<file path="src/rtl/mc_ctrl_pkg.sv">
package mc_ctrl_pkg;

  localparam int STATE_W = 4;
  localparam int BSEL_W  = 2;
  localparam int MODE_W  = 2;
  localparam int PSEL_W  = 2;
  localparam int OPC_W   = 6;

  localparam logic [OPC_W-1:0] OPC_ALU   = 6'h00;
  localparam logic [OPC_W-1:0] OPC_JUMP  = 6'h02;
  localparam logic [OPC_W-1:0] OPC_BRNCH = 6'h04;
  localparam logic [OPC_W-1:0] OPC_LOAD  = 6'h23;
  localparam logic [OPC_W-1:0] OPC_STORE = 6'h2B;

  typedef enum logic [STATE_W-1:0] {
    ST_FETCH   = 4'd0,
    ST_DECODE  = 4'd1,
    ST_ADDR    = 4'd2,
    ST_LD_RD   = 4'd3,
    ST_LD_WB   = 4'd4,
    ST_STORE   = 4'd5,
    ST_EXEC    = 4'd6,
    ST_ALU_WB  = 4'd7,
    ST_BRANCH  = 4'd8,
    ST_JUMP    = 4'd9
  } state_t;

  typedef enum logic [2:0] {
    CL_LOAD, CL_STORE, CL_ALU, CL_BRANCH, CL_JUMP, CL_OTHER
  } op_class_t;

  localparam logic [BSEL_W-1:0] B_REG   = 2'b00;
  localparam logic [BSEL_W-1:0] B_FOUR  = 2'b01;
  localparam logic [BSEL_W-1:0] B_OFS   = 2'b10;
  localparam logic [BSEL_W-1:0] B_OFS_S = 2'b11;

  localparam logic [MODE_W-1:0] M_ADD   = 2'b00;
  localparam logic [MODE_W-1:0] M_SUB   = 2'b01;
  localparam logic [MODE_W-1:0] M_FUNCT = 2'b10;

  localparam logic [PSEL_W-1:0] P_ALU   = 2'b00;
  localparam logic [PSEL_W-1:0] P_HOLD  = 2'b01;
  localparam logic [PSEL_W-1:0] P_JUMP  = 2'b10;

  typedef struct packed {
    logic              pc_we;
    logic              pc_we_cond;
    logic              addr_sel_data;
    logic              mem_rd;
    logic              mem_wr;
    logic              instr_we;
    logic              wb_from_mem;
    logic              dst_sel_rd;
    logic              rf_we;
    logic              alu_a_sel;
    logic [BSEL_W-1:0] alu_b_sel;
    logic [MODE_W-1:0] alu_mode;
    logic [PSEL_W-1:0] pc_next_sel;
  } ctl_t;

endpackage

</file>
<file path="src/rtl/mc_op_classify.sv">
module mc_op_classify
  import mc_ctrl_pkg::*;
#(
  parameter int OP_W = 6
) (
  input  logic [OP_W-1:0] opcode,
  output op_class_t       op_class
);

  always_comb begin
    if (opcode == OP_W'(OPC_LOAD))       op_class = CL_LOAD;
    else if (opcode == OP_W'(OPC_STORE)) op_class = CL_STORE;
    else if (opcode == OP_W'(OPC_ALU))   op_class = CL_ALU;
    else if (opcode == OP_W'(OPC_BRNCH)) op_class = CL_BRANCH;
    else if (opcode == OP_W'(OPC_JUMP))  op_class = CL_JUMP;
    else                                 op_class = CL_OTHER;
  end

endmodule

</file>
<file path="src/rtl/mc_next_state.sv">
module mc_next_state
  import mc_ctrl_pkg::*;
(
  input  state_t    state_q,
  input  op_class_t op_class,
  output state_t    state_d
);

  always_comb begin
    state_d = ST_FETCH;
    unique case (state_q)
      ST_FETCH:  state_d = ST_DECODE;
      ST_DECODE: begin
        unique case (op_class)
          CL_LOAD, CL_STORE: state_d = ST_ADDR;
          CL_ALU:            state_d = ST_EXEC;
          CL_BRANCH:         state_d = ST_BRANCH;
          CL_JUMP:           state_d = ST_JUMP;
          default:           state_d = ST_FETCH;
        endcase
      end
      ST_ADDR: begin
        if (op_class == CL_LOAD)       state_d = ST_LD_RD;
        else if (op_class == CL_STORE) state_d = ST_STORE;
        else                           state_d = ST_FETCH;
      end
      ST_LD_RD:  state_d = ST_LD_WB;
      ST_EXEC:   state_d = ST_ALU_WB;
      default:   state_d = ST_FETCH;
    endcase
  end

endmodule

</file>
<file path="src/rtl/mc_ctl_decode.sv">
module mc_ctl_decode
  import mc_ctrl_pkg::*;
(
  input  state_t state,
  output ctl_t   ctl
);

  always_comb begin
    ctl = '0;
    unique case (state)
      ST_FETCH: begin
        ctl.mem_rd    = 1'b1;
        ctl.instr_we  = 1'b1;
        ctl.pc_we     = 1'b1;
        ctl.alu_b_sel = B_FOUR;
        ctl.alu_mode  = M_ADD;
      end
      ST_DECODE: begin
        ctl.alu_b_sel = B_OFS_S;
        ctl.alu_mode  = M_ADD;
      end
      ST_ADDR: begin
        ctl.alu_a_sel = 1'b1;
        ctl.alu_b_sel = B_OFS;
        ctl.alu_mode  = M_ADD;
      end
      ST_LD_RD: begin
        ctl.addr_sel_data = 1'b1;
        ctl.mem_rd        = 1'b1;
      end
      ST_LD_WB: begin
        ctl.rf_we       = 1'b1;
        ctl.wb_from_mem = 1'b1;
      end
      ST_STORE: begin
        ctl.addr_sel_data = 1'b1;
        ctl.mem_wr        = 1'b1;
      end
      ST_EXEC: begin
        ctl.alu_a_sel = 1'b1;
        ctl.alu_b_sel = B_REG;
        ctl.alu_mode  = M_FUNCT;
      end
      ST_ALU_WB: begin
        ctl.rf_we      = 1'b1;
        ctl.dst_sel_rd = 1'b1;
      end
      ST_BRANCH: begin
        ctl.alu_a_sel   = 1'b1;
        ctl.alu_b_sel   = B_REG;
        ctl.alu_mode    = M_SUB;
        ctl.pc_we_cond  = 1'b1;
        ctl.pc_next_sel = P_HOLD;
      end
      ST_JUMP: begin
        ctl.pc_we       = 1'b1;
        ctl.pc_next_sel = P_JUMP;
      end
      default: ctl = '0;
    endcase
  end

endmodule

</file>
<file path="src/rtl/mc_ctrl_fsm.sv">
module mc_ctrl_fsm
  import mc_ctrl_pkg::*;
#(
  parameter int OP_W = 6
) (
  input  logic              clk,
  input  logic              rst,
  input  logic [OP_W-1:0]   opcode,
  output logic [STATE_W-1:0] state_o,
  output logic              pc_we,
  output logic              pc_we_cond,
  output logic              addr_sel_data,
  output logic              mem_rd,
  output logic              mem_wr,
  output logic              instr_we,
  output logic              wb_from_mem,
  output logic              dst_sel_rd,
  output logic              rf_we,
  output logic              alu_a_sel,
  output logic [BSEL_W-1:0] alu_b_sel,
  output logic [MODE_W-1:0] alu_mode,
  output logic [PSEL_W-1:0] pc_next_sel
);

  state_t    state_q, state_d;
  op_class_t op_class;
  ctl_t      ctl_d, ctl_q, ctl_fetch;

  mc_op_classify #(.OP_W(OP_W)) u_class (
    .opcode   (opcode),
    .op_class (op_class)
  );

  mc_next_state u_next (
    .state_q  (state_q),
    .op_class (op_class),
    .state_d  (state_d)
  );

  // Outputs are registered: decode the state being entered.
  mc_ctl_decode u_dec_next (
    .state (state_d),
    .ctl   (ctl_d)
  );

  mc_ctl_decode u_dec_rst (
    .state (ST_FETCH),
    .ctl   (ctl_fetch)
  );

  always_ff @(posedge clk) begin
    if (rst) begin
      state_q <= ST_FETCH;
      ctl_q   <= ctl_fetch;
    end else begin
      state_q <= state_d;
      ctl_q   <= ctl_d;
    end
  end

  assign state_o       = state_q;
  assign pc_we         = ctl_q.pc_we;
  assign pc_we_cond    = ctl_q.pc_we_cond;
  assign addr_sel_data = ctl_q.addr_sel_data;
  assign mem_rd        = ctl_q.mem_rd;
  assign mem_wr        = ctl_q.mem_wr;
  assign instr_we      = ctl_q.instr_we;
  assign wb_from_mem   = ctl_q.wb_from_mem;
  assign dst_sel_rd    = ctl_q.dst_sel_rd;
  assign rf_we         = ctl_q.rf_we;
  assign alu_a_sel     = ctl_q.alu_a_sel;
  assign alu_b_sel     = ctl_q.alu_b_sel;
  assign alu_mode      = ctl_q.alu_mode;
  assign pc_next_sel   = ctl_q.pc_next_sel;

  // a reset cycle is always followed by fetch
  p_reset_to_fetch_r1: assert property (@(posedge clk)
    rst |=> (state_q == ST_FETCH && instr_we && mem_rd));

  // the fetch state carries its three writes
  p_fetch_writes_r2: assert property (@(posedge clk) disable iff (rst)
    (state_q == ST_FETCH) |-> (mem_rd && instr_we && pc_we && !mem_wr));

  // fetch is always followed by decode
  p_fetch_then_decode_r2: assert property (@(posedge clk) disable iff (rst)
    (state_q == ST_FETCH) |=> (state_q == ST_DECODE));

  // decode is only entered from fetch
  p_decode_from_fetch_r3: assert property (@(posedge clk) disable iff (rst)
    (state_q == ST_DECODE) |-> ($past(state_q) == ST_FETCH));

  // branch code in decode leads to the branch state
  p_dispatch_branch_r4: assert property (@(posedge clk) disable iff (rst)
    (state_q == ST_DECODE && opcode == OP_W'(OPC_BRNCH)) |=> (state_q == ST_BRANCH));

  // load read is followed by load write-back
  p_load_seq_r6: assert property (@(posedge clk) disable iff (rst)
    (state_q == ST_LD_RD) |=> (state_q == ST_LD_WB && rf_we && wb_from_mem));

  // memory is never read and written together
  p_mem_excl_r11: assert property (@(posedge clk) disable iff (rst)
    !(mem_rd && mem_wr));

  // at most one architectural write strobe besides the fetch group
  p_strobe_excl_r11: assert property (@(posedge clk) disable iff (rst)
    $onehot0({mem_wr, rf_we, pc_we_cond, instr_we}));

  // every terminal state returns to fetch
  p_terminal_return_r12: assert property (@(posedge clk) disable iff (rst)
    (state_q inside {ST_LD_WB, ST_STORE, ST_ALU_WB, ST_BRANCH, ST_JUMP})
      |=> (state_q == ST_FETCH));

endmodule

</file>
<file path="config.mk">
export PLATFORM = sky130hd
export DESIGN_NAME = mc_ctrl_fsm
export DESIGN_NICKNAME = d
export VERILOG_FILES = /design/src/rtl/mc_ctrl_pkg.sv /design/src/rtl/mc_op_classify.sv /design/src/rtl/mc_next_state.sv /design/src/rtl/mc_ctl_decode.sv /design/src/rtl/mc_ctrl_fsm.sv
export SDC_FILE = /design/constraint.sdc
export NUM_CORES = 1
export LEC_CHECK = 0
export CAP_MARGIN = 10
export CORE_MARGIN = 10
export CORE_UTILIZATION = 40
export DETAILED_ROUTE_END_ITERATION = 16
export GPL_TIMING_DRIVEN = 0
export PLACE_DENSITY = 0.74
export SLEW_MARGIN = 15
export SYNTH_ARGS = -nofsm -noshare
export SYNTH_HDL_FRONTEND = slang
export SYNTH_SLANG_ARGS = --single-unit
</file>
<file path="constraint.sdc">
create_clock -name clk -period 1.8 [get_ports clk]
set_clock_uncertainty 0.1 [all_clocks]
set_input_delay 0.27 -clock clk [delete_from_list [all_inputs] [get_ports clk]]
set_output_delay 0.27 -clock clk [all_outputs]
set_load 0.01 [all_outputs]
</file>
# After elaboration in Yosys (flattened, before gate mapping)
# Index checks and enable logic that the tools add are counted.
totals:
  register_bits: 20
  inputBits: 8
op_classes:
  mux: 21
  reduce_logical: 10
  eq_ne: 21
op_table:
  columns: ["cell", "n"]
  rows:
  - ["$pmux 4 s5", 2]
  - ["$eq 4x3->1 const B", 5]
  - ["$eq 4x2->1 const B", 4]
  - ["$pmux 4 s4", 1]
  - ["$mux 3", 5]
  - ["$eq 6x6->1 const B", 2]
  - ["$mux 1", 11]
  - ["$reduce_or 2->1", 5]
  - ["$eq 4x1->1 const B", 2]
  - ["$eq 4x4->1 const B", 2]
  - ["$logic_not 4->1", 2]
  - ["$eq 3x2->1 const B", 2]
  - ["$eq 6x2->1 const B", 1]
  - ["$eq 6x3->1 const B", 1]
  - ["$logic_not 6->1", 1]
  - ["$mux 4", 1]
  - ["$pmux 2 s2", 1]
  - ["$eq 3x1->1 const B", 1]
  - ["$eq 3x3->1 const B", 1]
  - ["$logic_not 3->1", 1]
  - ["$reduce_or 3->1", 1]

# Depth between registers and ports, before layout
# Gate-level depths: netlist of run 1.
depth:
  depth_word: 13
  ltp_mapped: 7

# Cells and area by module
# From an unflattened synthesis of run 1, not the netlist that was laid out.
hier_totals:
  cells_unflattened: 123
  hier_area_um2: 1271.2
by_module_without_submodules:
  columns: ["module", "cells_per_inst", "area_per_inst_um2", "n_inst"]
  rows:
  - ["mc_ctrl_fsm", 43, 691.9, 1]
  - ["mc_ctl_decode", 25, 197.7, 2]
  - ["mc_next_state", 22, 130.1, 1]
  - ["mc_op_classify", 8, 53.8, 1]

# Worst setup path after synthesis of run 1
# OpenSTA, ideal clock, no wires.
synth_path:
  path_kind: "flip-flop to flip-flop"
  startpoint: "register state_q[3] (netlist: state_o[3])"
  endpoint: "register ctl_q (netlist bit pc_we)"
  n_path_buf: 1
  arrival_ps: 1762
  setup_time_ps: 127
  path_stages_with_launch: 7
  synth_period_minus_slack_ps: 1989
  slack_ps: -189
  cell_sequence: "dfxtp_1 clkbuf_2 nor4b_4 nand4_2 a2111oi_4 nor3_2 or3_1"
synth_between:
  elab_chain_len: 5
synth_lines:
  columns: ["item", "line_no", "source"]
  rows:
  - ["start, declared", "mc_ctrl_fsm.sv:25", "state_t state_q, state_d;"]
  - ["start signal, assigned", "mc_ctrl_fsm.sv:56", "state_q <= state_d;"]
  - ["$eq 4x3->1, or another cell as far along", "mc_next_state.sv:11", "unique case (state_q)"]
  - ["$pmux 4 s5 *", "mc_next_state.sv:11", null]
  - ["$eq 4x4->1 / $logic_not 4->1 (equally long branches)", "mc_ctl_decode.sv:10", "unique case (state)"]
  - ["$reduce_or 2->1 (no source line) *", null, null]
  - ["$mux 1 *", "mc_ctl_decode.sv:10", null]
  - ["end signal, assigned", "mc_ctrl_fsm.sv:54", "ctl_q <= ctl_fetch;"]
  - ["end signal, assigned", "mc_ctrl_fsm.sv:57", "ctl_q <= ctl_d;"]
  - ["end, declared", "mc_ctrl_fsm.sv:27", "ctl_t ctl_d, ctl_q, ctl_fetch;"]
# Every way passes the cells marked *; elsewhere a longest branch is shown, timed or not.
# A chain may end at the register's enable or synchronous reset.

# Final worst setup path of run 1
layout_path:
  startpoint: "register state_q[1] (netlist: state_o[1])"
  endpoint: "register ctl_q (netlist bit alu_b_sel[1])"
layout_between:
  elab_chain_len: 4
layout_lines:
  columns: ["item", "line_no"]
  rows:
  - ["$eq 4x3->1, or another cell as far along", "mc_next_state.sv:11"]
  - ["$pmux 4 s5 *", "mc_next_state.sv:11"]
  - ["$eq 4x4->1, or another cell as far along", "mc_ctl_decode.sv:10"]
  - ["$pmux 4 s5 *", "mc_ctl_decode.sv:10"]
# Marked as above.

==> impl_results.rst, run 1 <==
.. list-table::
   :header-rows: 1

   * - Metric
     - Value
   * - Status
     - complete, but fails checks
   * - Violations in the final reports
     - negative setup slack
   * - Number of maximum-capacitance violations
     - 0
   * - Yosys reg bits
     - 19
   * - Clock sinks
     - 19
   * - Worst supply voltage drop on vdd
     - 426 uV
   * - Number of buffer cells added on primary ports
     - 25
   * - Min cycle time layout
     - 1.92 ns
   * - Final setup violation count
     - 7
   * - Number of global-route vias before repair
     - 798
   * - Final ANT Viol Nets
     - 0
   * - Worst reg-to-reg path cell count
     - 6
   * - Data required, critical path
     - 1.92 ns
   * - Antenna violations before repair
     - 0
   * - Total negative slack
     - -0.413 ns
   * - DRC marker count from the first detailed-route iteration
     - 17
   * - Sum of overflow across all layers after global routing
     - 0
   * - Headroom to the max-slew limit
     - 72.3%
   * - Final #Nets
     - 134
   * - Static power due to leakage
     - 0.540 nW
   * - GRT Total Usage
     - 10.2%
   * - Yosys warning total
     - 0
   * - Number of buffers created by CTS
     - 3
   * - Path class of the lowest-slack min-delay path
     - input pin to flop
   * - Number of library cell types mapped by synthesis
     - 40
   * - Die area
     - 4400 um^2
   * - First-pass GRT wire length
     - 3510 um
   * - RSZ-0062 raised after global routing
     - true
   * - Capturing point of the worst reg2reg path
     - alu_b_sel[1]
   * - Flip-flop count of the largest register after layout
     - 4
   * - Part of the Yosys area used for sequential elements
     - 44.3%
   * - Critical Path, Cell by Cell
     - nor4b_4 > nand4_2 > a2111oi_4 > buf_4 > nand2_1 > a211oi_2
   * - Share of final-layout standard cells stronger than drive strength 1
     - 28.8%
   * - CP arrival
     - 2.05 ns
   * - Finished layout cell area
     - 1280 um^2
   * - Kind of start point of the critical path
     - flop
   * - Final Hold Slack
     - 0.117 ns
   * - Clock tree from TritonCTS
     - yes
   * - Startpoint of the worst-slack reg-to-reg timing path
     - state_o[1]
   * - Crit-path slowest cell
     - sky130_fd_sc_hd__a2111oi_4
   * - Total number of vias
     - 806
   * - Via count normalized by instance count
     - 5.30
   * - Area grow syn2layout
     - 49.0%
   * - Total power after layout
     - 0.774 mW
   * - Clock Root Buffer
     - sky130_fd_sc_hd__clkbuf_4
   * - Most frequent cells in the layout
     - sky130_fd_sc_hd__clkdlybuf4s50_1 (20), sky130_fd_sc_hd__dfxtp_1 (17), sky130_fd_sc_hd__buf_4 (10)
   * - Core outline area
     - 2000 um^2
   * - Antenna cells
     - 0
   * - Largest net degree at the start of global routing
     - 12
   * - Max Root-Sink Buffers
     - 2
   * - Post-layout instance count excluding filler cells
     - 152
   * - Clock transition at the registers of the reported paths
     - 0.11 ns
   * - Source-to-sink clock delay at the later pin of the worst-skew pair
     - 0.30 ns
   * - Area post-placement
     - 1160 um^2
   * - Hold path startpoint
     - opcode[1]
   * - Crit path largest cell delay
     - 0.38 ns
   * - Final count of pins violating max slew
     - 0
   * - Vertical extent of the die
     - 66.3 um
   * - Count of filler cells inserted in the layout
     - 164
   * - Initial core utilization
     - 42.9%
   * - Critical path start-end classification
     - flop to flop
   * - Syn Inst Count
     - 89
   * - Worst hold stages
     - 2
   * - Number of hold-slack violations in the final timing report
     - 0
   * - IO Count
     - 28
   * - Max Fanout on Critical Path
     - 2
   * - Endpoint, Worst Hold
     - alu_mode[0]
   * - Average cell area after synthesis
     - 9.64 um^2
   * - Placer congestion estimate
     - 0.798
   * - Half-perimeter wire length after placement
     - 1600 um
   * - DR DRC count
     - 0
   * - Routed wire length
     - 2270 um
   * - Average detailed-routed wire length per instance
     - 14.9 um
   * - Slew at the pin closest to its max-slew limit
     - 0.412 ns
   * - Number of iterations in the first detailed-routing pass
     - 4
   * - Dpl cells
     - 141
   * - Most common cell after layout, fill and taps aside
     - sky130_fd_sc_hd__clkdlybuf4s50_1
   * - CTS H-tree lvls
     - 1
   * - Synthesized Nets
     - 97
   * - Die width
     - 66.3 um
   * - Tcrit/Tclk final
     - 107%
   * - PD cells
     - 605 nW/um^2
   * - Nature of the critical path endpoint
     - flop
   * - Maximum clock rate
     - 520 MHz
   * - Cell area after technology mapping
     - 858 um^2
   * - Crit path setup slack, layout
     - -0.124 ns
   * - Count of standard-cell rows
     - 16
   * - R2r setup slk
     - -0.12 ns
## stage by stage
step	setup slack (ns)	util, %
detailed placement	-0.642	57.8
global placement	-0.613	57.8
CTS	-0.160	62.0
floorplan	-0.0624	-
finish	-0.124	63.9
global route	-0.214	63.9
## metal layers
layer  wire [um]  GRT usage [%]  vias up
met5           0              0        -
met4          59           8.90        0
met3         158           2.03        5
met2        1150           17.1       31
met1         898           10.4      378
li1            -              -      392
## repair_timing
item / CTS / global route
setup buffers: 8 / 1
hold buffers: 0 / 0
gates resized for setup: 10 / 10
setup endpoints to repair: 11 / 9
pin swaps: 7 / 4
## cells in the mapped netlist
library cell | count | area share, %
sky130_fd_sc_hd__a2111o_1 | 1 | 1.3
sky130_fd_sc_hd__a2111oi_4 | 1 | 3.2
sky130_fd_sc_hd__a211o_1 | 1 | 1.0
sky130_fd_sc_hd__a211oi_1 | 1 | 0.87
sky130_fd_sc_hd__a21oi_1 | 4 | 2.3
sky130_fd_sc_hd__a311oi_1 | 1 | 1.0
sky130_fd_sc_hd__a31o_2 | 1 | 1.0
sky130_fd_sc_hd__a31oi_1 | 1 | 0.73
sky130_fd_sc_hd__a32oi_1 | 1 | 1.0
sky130_fd_sc_hd__and2_1 | 2 | 1.5
sky130_fd_sc_hd__and3_1 | 1 | 0.73
sky130_fd_sc_hd__and4_2 | 1 | 1.2
sky130_fd_sc_hd__buf_2 | 2 | 1.2
sky130_fd_sc_hd__buf_4 | 2 | 1.7
sky130_fd_sc_hd__clkbuf_1 | 2 | 0.87
sky130_fd_sc_hd__clkbuf_2 | 1 | 0.58
sky130_fd_sc_hd__dfxtp_1 | 19 | 44
sky130_fd_sc_hd__inv_1 | 4 | 1.7
sky130_fd_sc_hd__nand2_1 | 4 | 1.7
sky130_fd_sc_hd__nand2b_1 | 1 | 0.73
sky130_fd_sc_hd__nand3_1 | 1 | 0.58
sky130_fd_sc_hd__nand4_1 | 2 | 1.5
sky130_fd_sc_hd__nand4_2 | 1 | 1.5
sky130_fd_sc_hd__nor2_1 | 8 | 3.5
sky130_fd_sc_hd__nor2b_1 | 2 | 1.5
sky130_fd_sc_hd__nor3_1 | 6 | 3.5
sky130_fd_sc_hd__nor3_2 | 1 | 1.2
sky130_fd_sc_hd__nor3b_1 | 1 | 0.87
sky130_fd_sc_hd__nor3b_2 | 1 | 1.5
sky130_fd_sc_hd__nor4_1 | 1 | 0.73
sky130_fd_sc_hd__nor4_4 | 1 | 2.5
sky130_fd_sc_hd__nor4b_4 | 1 | 2.8
sky130_fd_sc_hd__o2111ai_1 | 1 | 1.0
sky130_fd_sc_hd__o211a_1 | 1 | 1.2
sky130_fd_sc_hd__o21ai_0 | 3 | 1.7
sky130_fd_sc_hd__o21bai_1 | 1 | 0.87
sky130_fd_sc_hd__or2_2 | 1 | 0.73
sky130_fd_sc_hd__or3_1 | 3 | 2.2
sky130_fd_sc_hd__xnor2_1 | 1 | 1.0
sky130_fd_sc_hd__xor2_1 | 1 | 1.0
## power by group
group / total, mW / switching (mW) / internal [mW]
Sequential: 0.432 / 0.00390 / 0.428
Combinational: 0.128 / 0.0634 / 0.0646
Clock: 0.214 / 0.131 / 0.0829
## cells by family (layout without fill, tap and decap cells)
group	Yosys count	count (layout)	share of synthesized area (%)
AND/OR/NAND/NOR	39	39	30.2
flip-flops	19	19	44.3
AO/OA/AOI/OAI	18	18	17.3
buffers and inverters	11	47	6.12
XOR/XNOR	2	2	2.04
## worst max-delay path, delay by kind of cell (launching register included)
family                 cells  cell delay (ns)
AO/OA/AOI/OAI              2             0.61
buffers and inverters      1             0.18
flip-flops                 1             0.37
AND/OR/NAND/NOR            3             0.58
## layout make-up
class / instances / area, um^2 / area share [%]
Clock inverter: 1 / 5.00 / 0.391
Sequential cell: 19 / 388 / 30.3
Timing Repair Buffer: 34 / 319 / 25.0
Buffer: 5 / 31.3 / 2.45
Clock buffer: 3 / 22.5 / 1.76
Tap cell: 27 / 33.8 / 2.64
Inverter: 4 / 15.0 / 1.17
Multi-Input combinational cell: 59 / 464 / 36.3
## worst max path at each step
stage               start           end  slack (ns)
2_1_floorplan  state_o[3]        mem_rd       -0.06
3_3_place_gp    opcode[3]         pc_we       -0.61
3_5_place_dp    opcode[3]         pc_we       -0.64
4_1_cts        state_o[3]         pc_we       -0.16
5_1_grt        state_o[1]  alu_b_sel[1]       -0.21
6_report       state_o[1]  alu_b_sel[1]       -0.12
Note: power is estimated with default switching activity, not from simulation.
==> run 2, diff against run 1 <==
ABC_CLOCK_PERIOD_IN_PS = 1800   (was not set)
==> results of run 2 <==
Same layout as run 1: the final DEF is identical, and so are final timing and power.
